File: src/rtl/shift_pkg.sv
package shift_pkg;
  typedef enum logic {
    DIR_LEFT  = 1'b0,
    DIR_RIGHT = 1'b1
  } shift_dir_e;

  typedef enum logic {
    KIND_LOGIC = 1'b0,
    KIND_ARITH = 1'b1
  } shift_kind_e;
endpackage

File: src/rtl/shift_prep.sv
module shift_prep
  import shift_pkg::*;
#(
  parameter int WIDTH = 16
) (
  input  logic [WIDTH-1:0] data,
  input  shift_dir_e       dir,
  input  shift_kind_e      kind,
  output logic [WIDTH:0]   operand,
  output logic             fill
);
  logic [WIDTH-1:0] base;
  logic [WIDTH-1:0] oriented;

  // An arithmetic left shift works on the bits below the sign.
  // They are lifted one place so that a plain left shift covers them.
  always_comb begin
    if (kind == KIND_ARITH && dir == DIR_LEFT)
      base = {data[WIDTH-2:0], 1'b0};
    else
      base = data;
  end

  // Left shifts are mirrored so that a single right-shifting barrel serves both directions.
  always_comb begin
    for (int i = 0; i < WIDTH; i++)
      oriented[i] = (dir == DIR_LEFT) ? base[WIDTH-1-i] : base[i];
  end

  // The extra guard bit at the bottom collects the last bit pushed out.
  assign operand = {oriented, 1'b0};
  assign fill    = (kind == KIND_ARITH && dir == DIR_RIGHT) ? data[WIDTH-1] : 1'b0;
endmodule

File: src/rtl/shift_barrel.sv
module shift_barrel #(
  parameter int WIDTH = 16,
  parameter int AMT_W = 4
) (
  input  logic [WIDTH:0]   din,
  input  logic [AMT_W-1:0] amt,
  input  logic             fill,
  output logic [WIDTH:0]   dout
);
  logic [WIDTH:0] stage [0:AMT_W];

  assign stage[0] = din;

  for (genvar s = 0; s < AMT_W; s++) begin : g_stage
    localparam int SH = 1 << s;
    assign stage[s+1] = amt[s] ? {{SH{fill}}, stage[s][WIDTH:SH]} : stage[s];
  end

  assign dout = stage[AMT_W];


  always_comb begin
    if (amt == '0) begin
      barrel_zero_pass_chk: assert (dout == din);
    end
  end
endmodule

File: src/rtl/shift_finish.sv
module shift_finish
  import shift_pkg::*;
#(
  parameter int WIDTH = 16
) (
  input  logic [WIDTH:0]   shifted,
  input  logic             sign_in,
  input  shift_dir_e       dir,
  input  shift_kind_e      kind,
  output logic [WIDTH-1:0] result,
  output logic             spill
);
  logic [WIDTH-1:0] body;
  logic [WIDTH-1:0] restored;

  assign body  = shifted[WIDTH:1];
  assign spill = shifted[0];

  // Undo the mirror that was applied for left shifts.
  always_comb begin
    for (int i = 0; i < WIDTH; i++)
      restored[i] = (dir == DIR_LEFT) ? body[WIDTH-1-i] : body[i];
  end

  // Put the original sign back above the shifted lower bits.
  always_comb begin
    if (kind == KIND_ARITH && dir == DIR_LEFT)
      result = {sign_in, restored[WIDTH-1:1]};
    else
      result = restored;
  end
endmodule

File: src/rtl/shift_unit.sv
module shift_unit
  import shift_pkg::*;
#(
  parameter  int WIDTH = 16,
  localparam int AMT_W = (WIDTH > 1) ? $clog2(WIDTH) : 1
) (
  input  logic             clk,
  input  logic             rst,
  input  logic             in_valid,
  input  logic [WIDTH-1:0] in_data,
  input  logic [AMT_W-1:0] in_amt,
  input  logic             in_dir,
  input  logic             in_arith,
  output logic             out_valid,
  output logic [WIDTH-1:0] out_data,
  output logic             out_spill
);
  shift_dir_e       dir;
  shift_kind_e      kind;
  logic [WIDTH:0]   operand;
  logic [WIDTH:0]   shifted;
  logic             fill;
  logic [WIDTH-1:0] result;
  logic             spill;

  assign dir  = shift_dir_e'(in_dir);
  assign kind = shift_kind_e'(in_arith);

  shift_prep #(.WIDTH(WIDTH)) u_prep (
    .data    (in_data),
    .dir     (dir),
    .kind    (kind),
    .operand (operand),
    .fill    (fill)
  );

  shift_barrel #(.WIDTH(WIDTH), .AMT_W(AMT_W)) u_barrel (
    .din  (operand),
    .amt  (in_amt),
    .fill (fill),
    .dout (shifted)
  );

  shift_finish #(.WIDTH(WIDTH)) u_finish (
    .shifted (shifted),
    .sign_in (in_data[WIDTH-1]),
    .dir     (dir),
    .kind    (kind),
    .result  (result),
    .spill   (spill)
  );

  always_ff @(posedge clk) begin
    if (rst) begin
      out_valid <= 1'b0;
      out_data  <= '0;
      out_spill <= 1'b0;
    end else begin
      out_valid <= in_valid;
      if (in_valid) begin
        out_data  <= result;
        out_spill <= spill;
      end
    end
  end


  valid_follow_chk: assert property (@(posedge clk) disable iff (rst)
    in_valid |=> out_valid);


  valid_drop_chk: assert property (@(posedge clk) disable iff (rst)
    !in_valid |=> (!out_valid && $stable(out_data) && $stable(out_spill)));


  zero_amount_chk: assert property (@(posedge clk) disable iff (rst)
    (in_valid && in_amt == '0) |=> (out_data == $past(in_data) && !out_spill));


  sign_kept_chk: assert property (@(posedge clk) disable iff (rst)
    (in_valid && in_arith) |=> (out_data[WIDTH-1] == $past(in_data[WIDTH-1])));


  logic_right_top_chk: assert property (@(posedge clk) disable iff (rst)
    (in_valid && !in_arith && in_dir && in_amt != '0) |=> !out_data[WIDTH-1]);


  left_low_zero_chk: assert property (@(posedge clk) disable iff (rst)
    (in_valid && !in_dir && in_amt != '0) |=> !out_data[0]);
endmodule

File: config.mk
export PLATFORM = sky130hd
export DESIGN_NAME = shift_unit
export DESIGN_NICKNAME = d
export VERILOG_FILES = /design/src/rtl/shift_pkg.sv /design/src/rtl/shift_prep.sv /design/src/rtl/shift_barrel.sv /design/src/rtl/shift_finish.sv /design/src/rtl/shift_unit.sv
export SDC_FILE = /design/constraint.sdc
export NUM_CORES = 1
export LEC_CHECK = 0
export BUFFER_PORTS_ARGS = -buffer_cell sky130_fd_sc_hd__buf_4
export CELL_PAD_IN_SITES_DETAIL_PLACEMENT = 1
export CELL_PAD_IN_SITES_GLOBAL_PLACEMENT = 1
export CORE_MARGIN = 3
export CORE_UTILIZATION = 43
export DETAILED_ROUTE_END_ITERATION = 16
export GPL_TIMING_DRIVEN = 1
export PLACE_DENSITY_LB_ADDON = 0.1
export SLEW_MARGIN = 20
export SYNTH_ARGS = -nofsm -noshare
export SYNTH_HDL_FRONTEND = slang
export SYNTH_SLANG_ARGS = --single-unit
File: constraint.sdc
create_clock -name clk -period 3 [get_ports clk]
set_clock_uncertainty 0.1 [all_clocks]
set_input_delay 0.15 -clock clk [delete_from_list [all_inputs] [get_ports clk]]
set_output_delay 0.15 -clock clk [all_outputs]
set_load 0.005 [all_outputs]
==> flow_summary.json <==
{
  "crit_end_element": "register",
  "final_hold_viol_count": 0,
  "cts_root_buf": "sky130_fd_sc_hd__clkbuf_8",
  "clk_latency_ns": 0.25,
  "multi_input_comb_area_mm2": 0.00218,
  "final.period_utilization": 0.862,
  "port_buffers": 42,
  "syn_area_mm2": 0.00274,
  "post-synth-top-area-cell": "sky130_fd_sc_hd__dfxtp_1",
  "cts_sinks": 18,
  "power_per_cell_area_mw_per_mm2": 304,
  "report.final.slew_viol_count": 0,
  "worst-r2r-cell-count": 2,
  "leading_cell_types_by_count_after_synthesis": "sky130_fd_sc_hd__nor2_1 (43), sky130_fd_sc_hd__clkbuf_1 (28), sky130_fd_sc_hd__a21oi_1 (22)",
  "seqCellArea_um2": 360,
  "antennaDiodeCount": 0,
  "max-slew-margin-rel": 0.545,
  "yosysTopAreaCellShare": 0.132,
  "numCtsBuffers": 3,
  "timing.critical_path.from_type": "input port",
  "postSynthAreaPerCell_um2": 7.73,
  "num-fill-cells": 772,
  "nets": 397,
  "antenna_found_initial": 0,
  "synthTopCellsByArea": "sky130_fd_sc_hd__dfxtp_1 (13%), sky130_fd_sc_hd__mux4_2 (13%), sky130_fd_sc_hd__nor2_1 (5.9%)",
  "grt_util_all_layers": 0.282,
  "clock_tree_from_tritoncts": "built",
  "highest_achievable_clock_rate_mhz": 387,
  "synth_cells": 354,
  "place.detailed.hpwl_um": 7570,
  "drv_cap": 0,
  "route.vias.total": 3058,
  "detail-route-antenna-nets": 0,
  "max_slew.worst_pin.slew_ns": 0.680,
  "io_pins": 43,
  "drt_first_iter_violations": 305,
  "routed_via_density": 6.87,
  "grt_first_pass_wirelength_um": 16500,
  "detail_route.wirelength_um": 10200,
  "rows": 28,
  "hold_slack_ns": 0.0822,
  "yosysWarningCount": 0,
  "timing.critical_path.required_ns": 3.08,
  "count_leader_synth": "sky130_fd_sc_hd__nor2_1",
  "synth-main-ff-cell": "sky130_fd_sc_hd__dfxtp_1",
  "detail_route.first_pass.iterations": 5,
  "total_leakage_power_uw": 0.00122,
  "first_global_vias": 2995,
  "effective_utilization_at_floorplan": 0.454,
  "reg2reg_setup_slack_ns": 1.97,
  "worst_ep_arrival_time_ns": 2.66,
  "layout-drive-gt1-share": 0.246,
  "die_area_mm2": 0.00735,
  "post_syn_nets": 379,
  "worst_ir_drop_vdd_mv": 0.243,
  "clock_path_buffers": 2,
  "tns_ns": 0,
  "worst-setup-path-type": "in2reg",
  "cts_resized": 0,
  "period_needed_ns": 2.59,
  "ys_seq_elements": 18,
  "setup_violations": 0,
  "fp.coreArea_mm2": 0.00603,
  "crit_start": "in_arith",
  "globalRouteOverflowTotal": 0,
  "timing.critical_path.fanout_max": 34,
  "die_h_um": 85.8,
  "worstHoldPathType": "in2reg",
  "postCtsSetupBuffers": 0,
  "timing.critical_path.to": "out_data[14]",
  "status": "complete, no violations",
  "wire_per_inst_um": 23.0,
  "netlist-cell-type-count": 69,
  "worst_r2r_startpoint": "out_data[11]",
  "grt_setup_unrepaired": "false",
  "async_flop_share": 0,
  "grt_max_degree": 40,
  "synthToLayoutAreaGrowth_pct": 12.9,
  "fp.dieW_um": 85.8,
  "clk_pin_slew_ns": 0.07,
  "synth_edf_count": 0,
  "cts_hold_buffers": 0,
  "proportion_of_synthesized_chip_area_in_sequential_cells": 0.132,
  "htreeDepth": 1,
  "remaining_drc_errors": 0,
  "r2r-end": "out_data[11]",
  "globalplace.congestion": 0.923
}
[power by group]
part | internal (uW) | total [uW] | switching [uW]
clock network | 89.2 | 170 | 80.9
registers | 258 | 269 | 10.9
logic | 214 | 501 | 287
[worst max-delay path, stage by stage]
cell and delay, ns:
sky130_fd_sc_hd__buf_4 0.25, sky130_fd_sc_hd__buf_4 0.40, sky130_fd_sc_hd__and3_1 0.32, sky130_fd_sc_hd__nand2_1 0.12
sky130_fd_sc_hd__a311oi_2 0.64, sky130_fd_sc_hd__a22oi_1 0.26, sky130_fd_sc_hd__o221ai_1 0.23, sky130_fd_sc_hd__o21ai_1 0.11
sky130_fd_sc_hd__a21oi_1 0.15
[kinds of logic (layout without fill, tap and decap cells)]
group / count (synthesis) / in the layout / synth area share
and+or+nand+nor: 122 / 122 / 0.222
AOI/OAI and AO/OA: 118 / 118 / 0.307
muxes: 50 / 50 / 0.269
buffers and inverters: 46 / 62 / 0.0709
DFF: 18 / 18 / 0.132
[cell usage in the layout (no fill, tap or decap), types with 7 or more instances in the layout]
master	n
sky130_fd_sc_hd__a21oi_1	22
sky130_fd_sc_hd__a31oi_1	9
sky130_fd_sc_hd__buf_4	51
sky130_fd_sc_hd__dfxtp_1	18
sky130_fd_sc_hd__inv_1	7
sky130_fd_sc_hd__mux2_1	8
sky130_fd_sc_hd__mux2_2	11
sky130_fd_sc_hd__mux2i_1	13
sky130_fd_sc_hd__mux4_2	16
sky130_fd_sc_hd__nand2_1	19
sky130_fd_sc_hd__nand3_1	13
sky130_fd_sc_hd__nor2_1	43
sky130_fd_sc_hd__nor3_1	9
sky130_fd_sc_hd__o211ai_1	8
sky130_fd_sc_hd__o21ai_0	7
sky130_fd_sc_hd__o21ai_1	12
[layout make-up]
class	count	area share
Tap cell	75	0.0304
Timing Repair Buffer	51	0.124
Sequential cell	18	0.117
Multi-Input combinational cell	290	0.706
Inverter	8	0.00972
Clock buffer	3	0.0134
[worst min path at each step]
stage / depth (start not counted) / start / to
floorplan: 2 / rst / out_data[6]
global placement: 2 / rst / out_data[1]
detailed placement: 2 / rst / out_data[7]
CTS: 2 / rst / out_data[7]
global route: 2 / rst / out_data[7]
finish: 2 / rst / out_data[7]
[sequential cells by signal, indices dropped and copies added, names as in the netlist]
signal     count
out_valid      1
out_spill      1
out_data      16
[per-stage QoR]
step	area (um2)	utilization	cells	total power (uW)	worst slack, ns
2_1_floorplan	2740	-	354	604	0.643
3_3_place_gp	3050	0.506	442	757	0.184
3_5_place_dp	3050	0.506	442	766	0.214
4_1_cts	3090	0.513	445	936	0.469
5_1_grt	3090	0.513	445	1000	0.256
6_report	3090	0.513	445	940	0.414
[layer usage]
layer | up-vias | global-route usage | wire, um
li1 | 1400 | - | -
met1 | 1533 | 0.413 | 4530
met2 | 123 | 0.460 | 4970
met3 | 2 | 0.0432 | 708
met4 | 0 | 0.0129 | 16
met5 | - | 0 | 0
Power figures use the tool's default switching activity.
